==> src/rtl/spec_ckpt_pkg.sv <==
package spec_ckpt_pkg;

   // Resolved control action for one cycle
   typedef enum logic [1:0] {
      CK_NONE     = 2'd0,
      CK_COMMIT   = 2'd1,
      CK_ROLLBACK = 2'd2
   } ck_op_e;

   // Rollback outranks commit when both are raised
   function automatic ck_op_e resolve_op(input logic cm, input logic rb);
      if (rb)      return CK_ROLLBACK;
      else if (cm) return CK_COMMIT;
      else         return CK_NONE;
   endfunction

endpackage

==> src/rtl/spec_op_arb.sv <==
module spec_op_arb
   import spec_ckpt_pkg::*;
(
   input  logic   commit_i,
   input  logic   rollback_i,
   output ck_op_e op
);

   always_comb begin
      op = resolve_op(commit_i, rollback_i);
   end

endmodule

==> src/rtl/spec_regfile.sv <==
module spec_regfile
   import spec_ckpt_pkg::*;
#(
   parameter int NREG = 16,
   parameter int DW   = 32,
   localparam int IW  = $clog2(NREG)
) (
   input  logic                      clk,
   input  logic                      rst_n,
   input  ck_op_e                    op,
   input  logic                      wr_en,
   input  logic [IW-1:0]             wr_idx,
   input  logic [DW-1:0]             wr_data,
   input  logic [IW-1:0]             rd_a_idx,
   input  logic [IW-1:0]             rd_b_idx,
   output logic [DW-1:0]             rd_a_data,
   output logic [DW-1:0]             rd_b_data,
   output logic [NREG-1:0][DW-1:0]   work_q,
   output logic [NREG-1:0][DW-1:0]   shad_q
);

   if (NREG < 2) begin : g_bad_nreg
      $error("spec_regfile: NREG must be at least 2");
   end
   if (DW < 1) begin : g_bad_dw
      $error("spec_regfile: DW must be positive");
   end

   for (genvar i = 0; i < NREG; i++) begin : g_reg
      logic          hit;
      logic [DW-1:0] next_work;

      assign hit       = wr_en && (wr_idx == IW'(i));
      assign next_work = hit ? wr_data : work_q[i];

      always_ff @(posedge clk or negedge rst_n) begin
         if (!rst_n) begin
            work_q[i] <= '0;
            shad_q[i] <= '0;
         end else begin
            unique case (op)
               CK_ROLLBACK: work_q[i] <= shad_q[i];
               CK_COMMIT: begin
                  work_q[i] <= next_work;
                  shad_q[i] <= next_work;
               end
               default: work_q[i] <= next_work;
            endcase
         end
      end
   end

   if (NREG == (1 << IW)) begin : g_rd_full
      assign rd_a_data = work_q[rd_a_idx];
      assign rd_b_data = work_q[rd_b_idx];
   end else begin : g_rd_guard
      assign rd_a_data = (32'(rd_a_idx) < NREG) ? work_q[rd_a_idx] : '0;
      assign rd_b_data = (32'(rd_b_idx) < NREG) ? work_q[rd_b_idx] : '0;
   end

endmodule

==> src/rtl/spec_store_buf.sv <==
module spec_store_buf
   import spec_ckpt_pkg::*;
#(
   parameter int DEPTH = 8,
   parameter int AW    = 32,
   parameter int DW    = 32,
   localparam int PW   = $clog2(DEPTH)
) (
   input  logic          clk,
   input  logic          rst_n,
   input  ck_op_e        op,
   input  logic          st_valid,
   output logic          st_ready,
   input  logic [AW-1:0] st_addr,
   input  logic [DW-1:0] st_data,
   output logic          mem_valid,
   input  logic          mem_ready,
   output logic [AW-1:0] mem_addr,
   output logic [DW-1:0] mem_data,
   output logic [PW:0]   occ
);

   if (DEPTH < 2 || (DEPTH & (DEPTH - 1)) != 0) begin : g_bad_depth
      $error("spec_store_buf: DEPTH must be a power of two, at least 2");
   end

   localparam logic [PW:0] FULL_CNT = (PW+1)'(DEPTH);

   logic [AW-1:0] addr_q [DEPTH];
   logic [DW-1:0] data_q [DEPTH];

   // head: oldest entry, cmt: end of committed group, tail: next free slot
   logic [PW:0] head_q, cmt_q, tail_q;
   logic [PW:0] tail_n;
   logic        push, pop;

   assign occ       = tail_q - head_q;
   assign st_ready  = (occ != FULL_CNT);
   assign push      = st_valid && st_ready;
   assign mem_valid = (head_q != cmt_q);
   assign pop       = mem_valid && mem_ready;
   assign tail_n    = tail_q + {{PW{1'b0}}, push};
   assign mem_addr  = addr_q[head_q[PW-1:0]];
   assign mem_data  = data_q[head_q[PW-1:0]];

   always_ff @(posedge clk) begin
      if (push) begin
         addr_q[tail_q[PW-1:0]] <= st_addr;
         data_q[tail_q[PW-1:0]] <= st_data;
      end
   end

   always_ff @(posedge clk or negedge rst_n) begin
      if (!rst_n) begin
         head_q <= '0;
         cmt_q  <= '0;
         tail_q <= '0;
      end else begin
         if (pop) head_q <= head_q + 1'b1;
         unique case (op)
            CK_COMMIT: begin
               cmt_q  <= tail_n;
               tail_q <= tail_n;
            end
            CK_ROLLBACK: tail_q <= cmt_q;
            default:     tail_q <= tail_n;
         endcase
      end
   end

endmodule

==> src/rtl/spec_ckpt_unit.sv <==
module spec_ckpt_unit
   import spec_ckpt_pkg::*;
#(
   parameter int NREG     = 16,
   parameter int DW       = 32,
   parameter int AW       = 32,
   parameter int SB_DEPTH = 8,
   localparam int IW      = $clog2(NREG),
   localparam int PW      = $clog2(SB_DEPTH)
) (
   input  logic          clk,
   input  logic          rst_n,
   input  logic [IW-1:0] rd_a_idx,
   output logic [DW-1:0] rd_a_data,
   input  logic [IW-1:0] rd_b_idx,
   output logic [DW-1:0] rd_b_data,
   input  logic          wr_en,
   input  logic [IW-1:0] wr_idx,
   input  logic [DW-1:0] wr_data,
   input  logic          st_valid,
   output logic          st_ready,
   input  logic [AW-1:0] st_addr,
   input  logic [DW-1:0] st_data,
   input  logic          commit_i,
   input  logic          rollback_i,
   output logic          mem_valid,
   input  logic          mem_ready,
   output logic [AW-1:0] mem_addr,
   output logic [DW-1:0] mem_data
);

   ck_op_e                  op;
   logic [NREG-1:0][DW-1:0] work_q;
   logic [NREG-1:0][DW-1:0] shad_q;
   logic [PW:0]             sb_occ;

   spec_op_arb u_arb (
      .commit_i   (commit_i),
      .rollback_i (rollback_i),
      .op         (op)
   );

   spec_regfile #(.NREG(NREG), .DW(DW)) u_rf (
      .clk       (clk),
      .rst_n     (rst_n),
      .op        (op),
      .wr_en     (wr_en),
      .wr_idx    (wr_idx),
      .wr_data   (wr_data),
      .rd_a_idx  (rd_a_idx),
      .rd_b_idx  (rd_b_idx),
      .rd_a_data (rd_a_data),
      .rd_b_data (rd_b_data),
      .work_q    (work_q),
      .shad_q    (shad_q)
   );

   spec_store_buf #(.DEPTH(SB_DEPTH), .AW(AW), .DW(DW)) u_sb (
      .clk       (clk),
      .rst_n     (rst_n),
      .op        (op),
      .st_valid  (st_valid),
      .st_ready  (st_ready),
      .st_addr   (st_addr),
      .st_data   (st_data),
      .mem_valid (mem_valid),
      .mem_ready (mem_ready),
      .mem_addr  (mem_addr),
      .mem_data  (mem_data),
      .occ       (sb_occ)
   );

endmodule

==> config.mk <==
export PLATFORM = sky130hd
export DESIGN_NAME = spec_ckpt_unit
export DESIGN_NICKNAME = d
export VERILOG_FILES = /design/src/rtl/spec_ckpt_pkg.sv /design/src/rtl/spec_op_arb.sv /design/src/rtl/spec_regfile.sv /design/src/rtl/spec_store_buf.sv /design/src/rtl/spec_ckpt_unit.sv
export SDC_FILE = /design/constraint.sdc
export NUM_CORES = 2
export LEC_CHECK = 0
export BUFFER_PORTS_ARGS = -buffer_cell sky130_fd_sc_hd__buf_2
export CORE_ASPECT_RATIO = 0.75
export CORE_UTILIZATION = 55
export DETAILED_ROUTE_END_ITERATION = 8
export PLACE_DENSITY = 0.8
export SLEW_MARGIN = 20
export SYNTH_ARGS = -nofsm -noshare
export SYNTH_HDL_FRONTEND = slang
export SYNTH_HIERARCHICAL = 1
export SYNTH_SLANG_ARGS = --single-unit
==> constraint.sdc <==
create_clock -name clk -period 25.5 [get_ports clk]
set_clock_uncertainty 0.2 [all_clocks]
set_input_delay 0 -clock clk [delete_from_list [all_inputs] [get_ports clk]]
set_output_delay 0 -clock clk [all_outputs]
set_load 0.01 [all_outputs]
Word-level counts from Yosys, hierarchy flattened --
Memory sizes are Yosys's and may differ from the RTL's. Cells that the tools add are included.
Operators by class: add/subtract/negate cells 3, magnitude comparators 2, equality and inequality tests 19, mux-type cells 41, reductions and logical operators 19
Operators by type and width (count):
- $mux W32 | 34
- $bmux W32 S4 | 2
- $eq A4 B4 Y1 const B | 8
- $logic_and A1 B1 Y1 | 18
- $eq A4 B3 Y1 const B | 4
- $lt A4 B5 Y1 const B | 2
- $eq A4 B2 Y1 const B | 2
- $add A4 B1 Y4 | 1
- $add A4 B1 Y4 const B | 1
- $eq A4 B1 Y1 const B | 1
- $logic_not A4 Y1 | 1
- $mux W4 | 1
- $ne A4 B4 Y1 | 1
- $ne A4 B4 Y1 const B | 1
- $sub A4 B4 Y4 | 1
- $mux W1 | 3
- $eq A2 B1 Y1 const B | 1
- $eq A2 B2 Y1 const B | 1
- $mux W2 | 1
Storage, ports and cells: bits in registers 1036, memory bits (writable) 512, bits of input ports 115, word-level logic and storage cells 121, memories 2
Memory list:
- u_sb.addr_q | depth 8, width 32, rd ports 1, clocked after Yosys merged registers in 0, wr ports 1, line spec_store_buf.sv:29 | logic [AW-1:0] addr_q [DEPTH];
- u_sb.data_q | depth 8, width 32, rd ports 1, clocked after Yosys merged registers in 0, wr ports 1, line spec_store_buf.sv:30 | logic [DW-1:0] data_q [DEPTH];

Logic depth before layout (Yosys ltp) --
depth in word-level cells 5, gate-level depth with buffers 14, gate-level depth less buffers 12

Hierarchy --
The synthesis kept the hierarchy.
By module, submodules not included:
- spec_regfile | instances 1, cells each 5172, area each 50788.7 sq um, seq. area each 25624.6 sq um
- spec_store_buf | instances 1, cells each 955, area each 20045.5 sq um, seq. area each 15675.0 sq um
- spec_op_arb | instances 1, cells each 2, area each 21.3 sq um, seq. area each 0.0 sq um

Worst setup path before layout --
OpenSTA, ideal clock, no wires.
path type reg2reg, from reg u_sb.head_q[1], to mem u_sb.addr_q[5][0], enable pin, setup time 667 ps, arrival 8503 ps, required time 24633 ps, path slack 16129 ps, stages on the path, launching flop included 11, path buffers 4, clock period less this slack 9371 ps, path through dfrtp_1 buf_2 buf_2 buf_2 inv_1 fa_1 xor2_1 nor3_1 and3b_1 buf_6 nor4b_1
On the way: longest elaborated chain between the ends 5
Ends and longest elaborated chain:
- from (decl) | line spec_store_buf.sv:33 | logic [PW:0] head_q, cmt_q, tail_q;
- from (signal assigned) | line spec_store_buf.sv:59 | if (pop) head_q <= head_q + 1'b1;
- $sub A4 B4 Y4 | line spec_store_buf.sv:37 | assign occ = tail_q - head_q;
- net sb_occ[2] | line spec_ckpt_unit.sv:35 | logic [PW:0] sb_occ;
- $ne A4 B4 Y1 | line spec_store_buf.sv:38 | assign st_ready = (occ != FULL_CNT);
- $logic_and A1 B1 Y1 | line spec_store_buf.sv:39 | assign push = st_valid && st_ready;
- $mux W1 | line spec_store_buf.sv:47 | if (push) begin
- $mux W1 (not written as such) | line spec_store_buf.sv:48 | addr_q[tail_q[PW-1:0]] <= st_addr;
- to (decl) | line spec_store_buf.sv:29
The timed path passes the listed nets, and every way through them passes these cells.

Final worst setup path --
from reg u_sb.head_q[0], to mem u_sb.data_q[5][28], enable pin
On the way: longest elaborated chain between the ends 5
Ends and longest elaborated chain:
- $sub A4 B4 Y4 | line spec_store_buf.sv:37
- net sb_occ[2] | line spec_ckpt_unit.sv:35
- $ne A4 B4 Y1 | line spec_store_buf.sv:38
- $logic_and A1 B1 Y1 | line spec_store_buf.sv:39
- $mux W1 | line spec_store_buf.sv:47
- $mux W1 (not written as such) | line spec_store_buf.sv:49 | data_q[tail_q[PW-1:0]] <= st_data;
- to (decl) | line spec_store_buf.sv:30
The timed path passes the listed nets, and every way through them passes these cells.

==> metrics.cfg <==
[outcome]
status = finished clean

[clocking]
cts.path.max_buffers = 3
cts_buffers = 148
cts.repair.resized = 0
clkLatencyLatePin_ns = 0.81
htree_num_levels = 4
cts_setup_buffers = 0
cts_tree = built
path_clk_slew_ns = 0.06
ctsRootBufferMaster = clkbuf_16
cts.sinks = 1548

[hold_path]
hold_depth = 4
hp-start = wr_data[10]
whs_endpoint = u_rf/shad_q[330]
hold_class = in2reg

[global_route]
grt_pass1_vias = 56286
overflow = 0
track_usage_pct = 33.41
antenna_found_initial = 22
grt_pass1_wl_um = 334400
grt_max_degree = 189

[worst_setup_path]
cp.arrival_ns = 4.70
r2r-end = u_sb/data_q[5][28]
regToRegStartpoint = u_sb/head_q[0]
setup.worst_path.end_class = flop
crit_type = reg2reg
rrSetupSlack_ns = 21.00
path_max_fanout = 50
crit_required_ns = 25.70
ff2ff_path_depth = 9
start_kind = flop

[place]
post_dp_cell_area_um2 = 72250
place_ws_ns = 20.63
port-buffer-count = 244
dp_hpwl_um = 112300
finalWeightedCongestion = 0.8103

[pwr]
p_per_area_nw_per_um2 = 97.69
p_leak_uw = 0.02745
peakVddDrop_v = 0.00008724

[sta]
holdWs_ns = 0.03589
period_share_pct = 17.65
finalCriticalPeriod_ns = 4.502
finalSetupViolations = 0
timing.setup.tns_ns = 0
setup_slack_ns = 21.00
slew_headroom_pct = 17.18
tightest_slew_ns = 1.242
slew_violations = 0
fmax_mhz = 222.1
grt_setup_unrepaired = false
hold_violations = 0

[routing]
first_iter_violations = 9176
viasPerCell = 7.174
dr.pass1.iters = 9
wl_um = 220300
drtAntennaViolNets = 0
wire_per_inst_um = 27.75
vias = 56954
drc = 0

[layout]
design_area_um2 = 78950
finish.net_count = 6266
drive_above_1_share_pct = 15.81
area_growth_pct = 11.44

[floorplan]
rows = 113
num_io_pins = 245
coreArea_um2 = 127200
die_width_um = 416.4
dieArea_um2 = 130300
die_h_um = 312.8
start_util_pct = 55.68

[yosys]
synth_nets = 6250
syn_inst = 6128
syn_avg_cell_area_um2 = 11.56
synth.cell_area_um2 = 70850
ys.warnings.count = 6

[job]
cap_violations = 0

[area by class of cell]
type | count | area (um2)
Antenna cell | 17 | 42.54
Clock buffer | 203 | 4113
Clock inverter | 58 | 650.6
Fill cell | 9127 | 48290
Inverter | 7 | 26.28
Multi-Input combinational cell | 3924 | 26840
Sequential cell | 1548 | 41310
Tap cell | 1667 | 2086
Timing Repair Buffer | 515 | 3882
[state kept, by name, indices dropped and copies added, names as in the netlist]
name,flops
u_sb/tail_q,4
u_sb/addr_q,256
u_sb/data_q,256
u_sb/cmt_q,4
u_rf/work_q,512
u_sb/head_q,4
u_rf/shad_q,512
[worst max-delay path by stage]
stage / startpoint / end / slack (ns) / cells after the start
3_3_place_gp: rollback_i / u_rf/shad_q[35] / 20.75 / 9
6_report: u_sb/head_q[0] / u_sb/data_q[5][28] / 21.00 / 9
4_1_cts: u_sb/head_q[0] / u_sb/data_q[5][26] / 20.64 / 9
3_5_place_dp: rollback_i / u_rf/shad_q[491] / 20.63 / 9
2_1_floorplan: u_sb/head_q[1] / u_sb/addr_q[5][0] / 16.13 / 10
5_1_grt: u_sb/head_q[0] / u_sb/addr_q[5][2] / 20.79 / 9
[metal layers]
metal,vias up,wire length [um],GRT usage (%)
met1,28269,76110,42.66
met5,-,179,0
met2,4518,100800,50.39
met3,969,29930,11.05
li1,23172,-,-
met4,26,13300,19.27
[report_power, final]
| part | switching [uW] | total (uW) | internal, uW | leakage, uW |
|---|---|---|---|---|
| combinational | 1170 | 2030 | 854 | 0.00971 |
| clock | 996 | 2210 | 1210 | 0.00233 |
| sequential | 344 | 3480 | 3130 | 0.0154 |
[cell usage in the layout (no fill, tap or decap), drive strengths merged, types with 10 or more instances in the layout]
cell         instances
clkbuf             203
dlygate4sd3        180
a31oi             1024
dfrtp             1036
a22oi              128
inv                 17
nand3              516
diode               17
o21ai              514
nor2              1030
mux4               384
nand2              261
nor2b               10
buf                335
clkinv              39
edfxtp             512
[worst max-delay path, stage by stage, from the launching register on]
cell	delay, ns
dfrtp_4	0.79
ha_1	0.26
inv_1	0.06
fa_1	0.38
xor2_1	0.18
nor3_1	0.06
and3b_1	0.38
nor4b_4	0.71
buf_4	0.31
buf_4	0.70
[through the flow]
step / instances / power [uW] / util, %
after CTS: 7921 / 7659 / 61.97
after detailed placement: 7478 / 5428 / 56.78
after floorplan: 6128 / 4791 / -
after global placement: 7478 / 5301 / 56.77
final: 7939 / 7713 / 62.05
after global routing: 7924 / 7999 / 62.02
[repair_timing]
action,in CTS,in global routing
hold endpoints to repair,2081,0
hold buffers,182,0
endpoints found under the setup margin,0,0
Power figures use the tool's default switching activity.
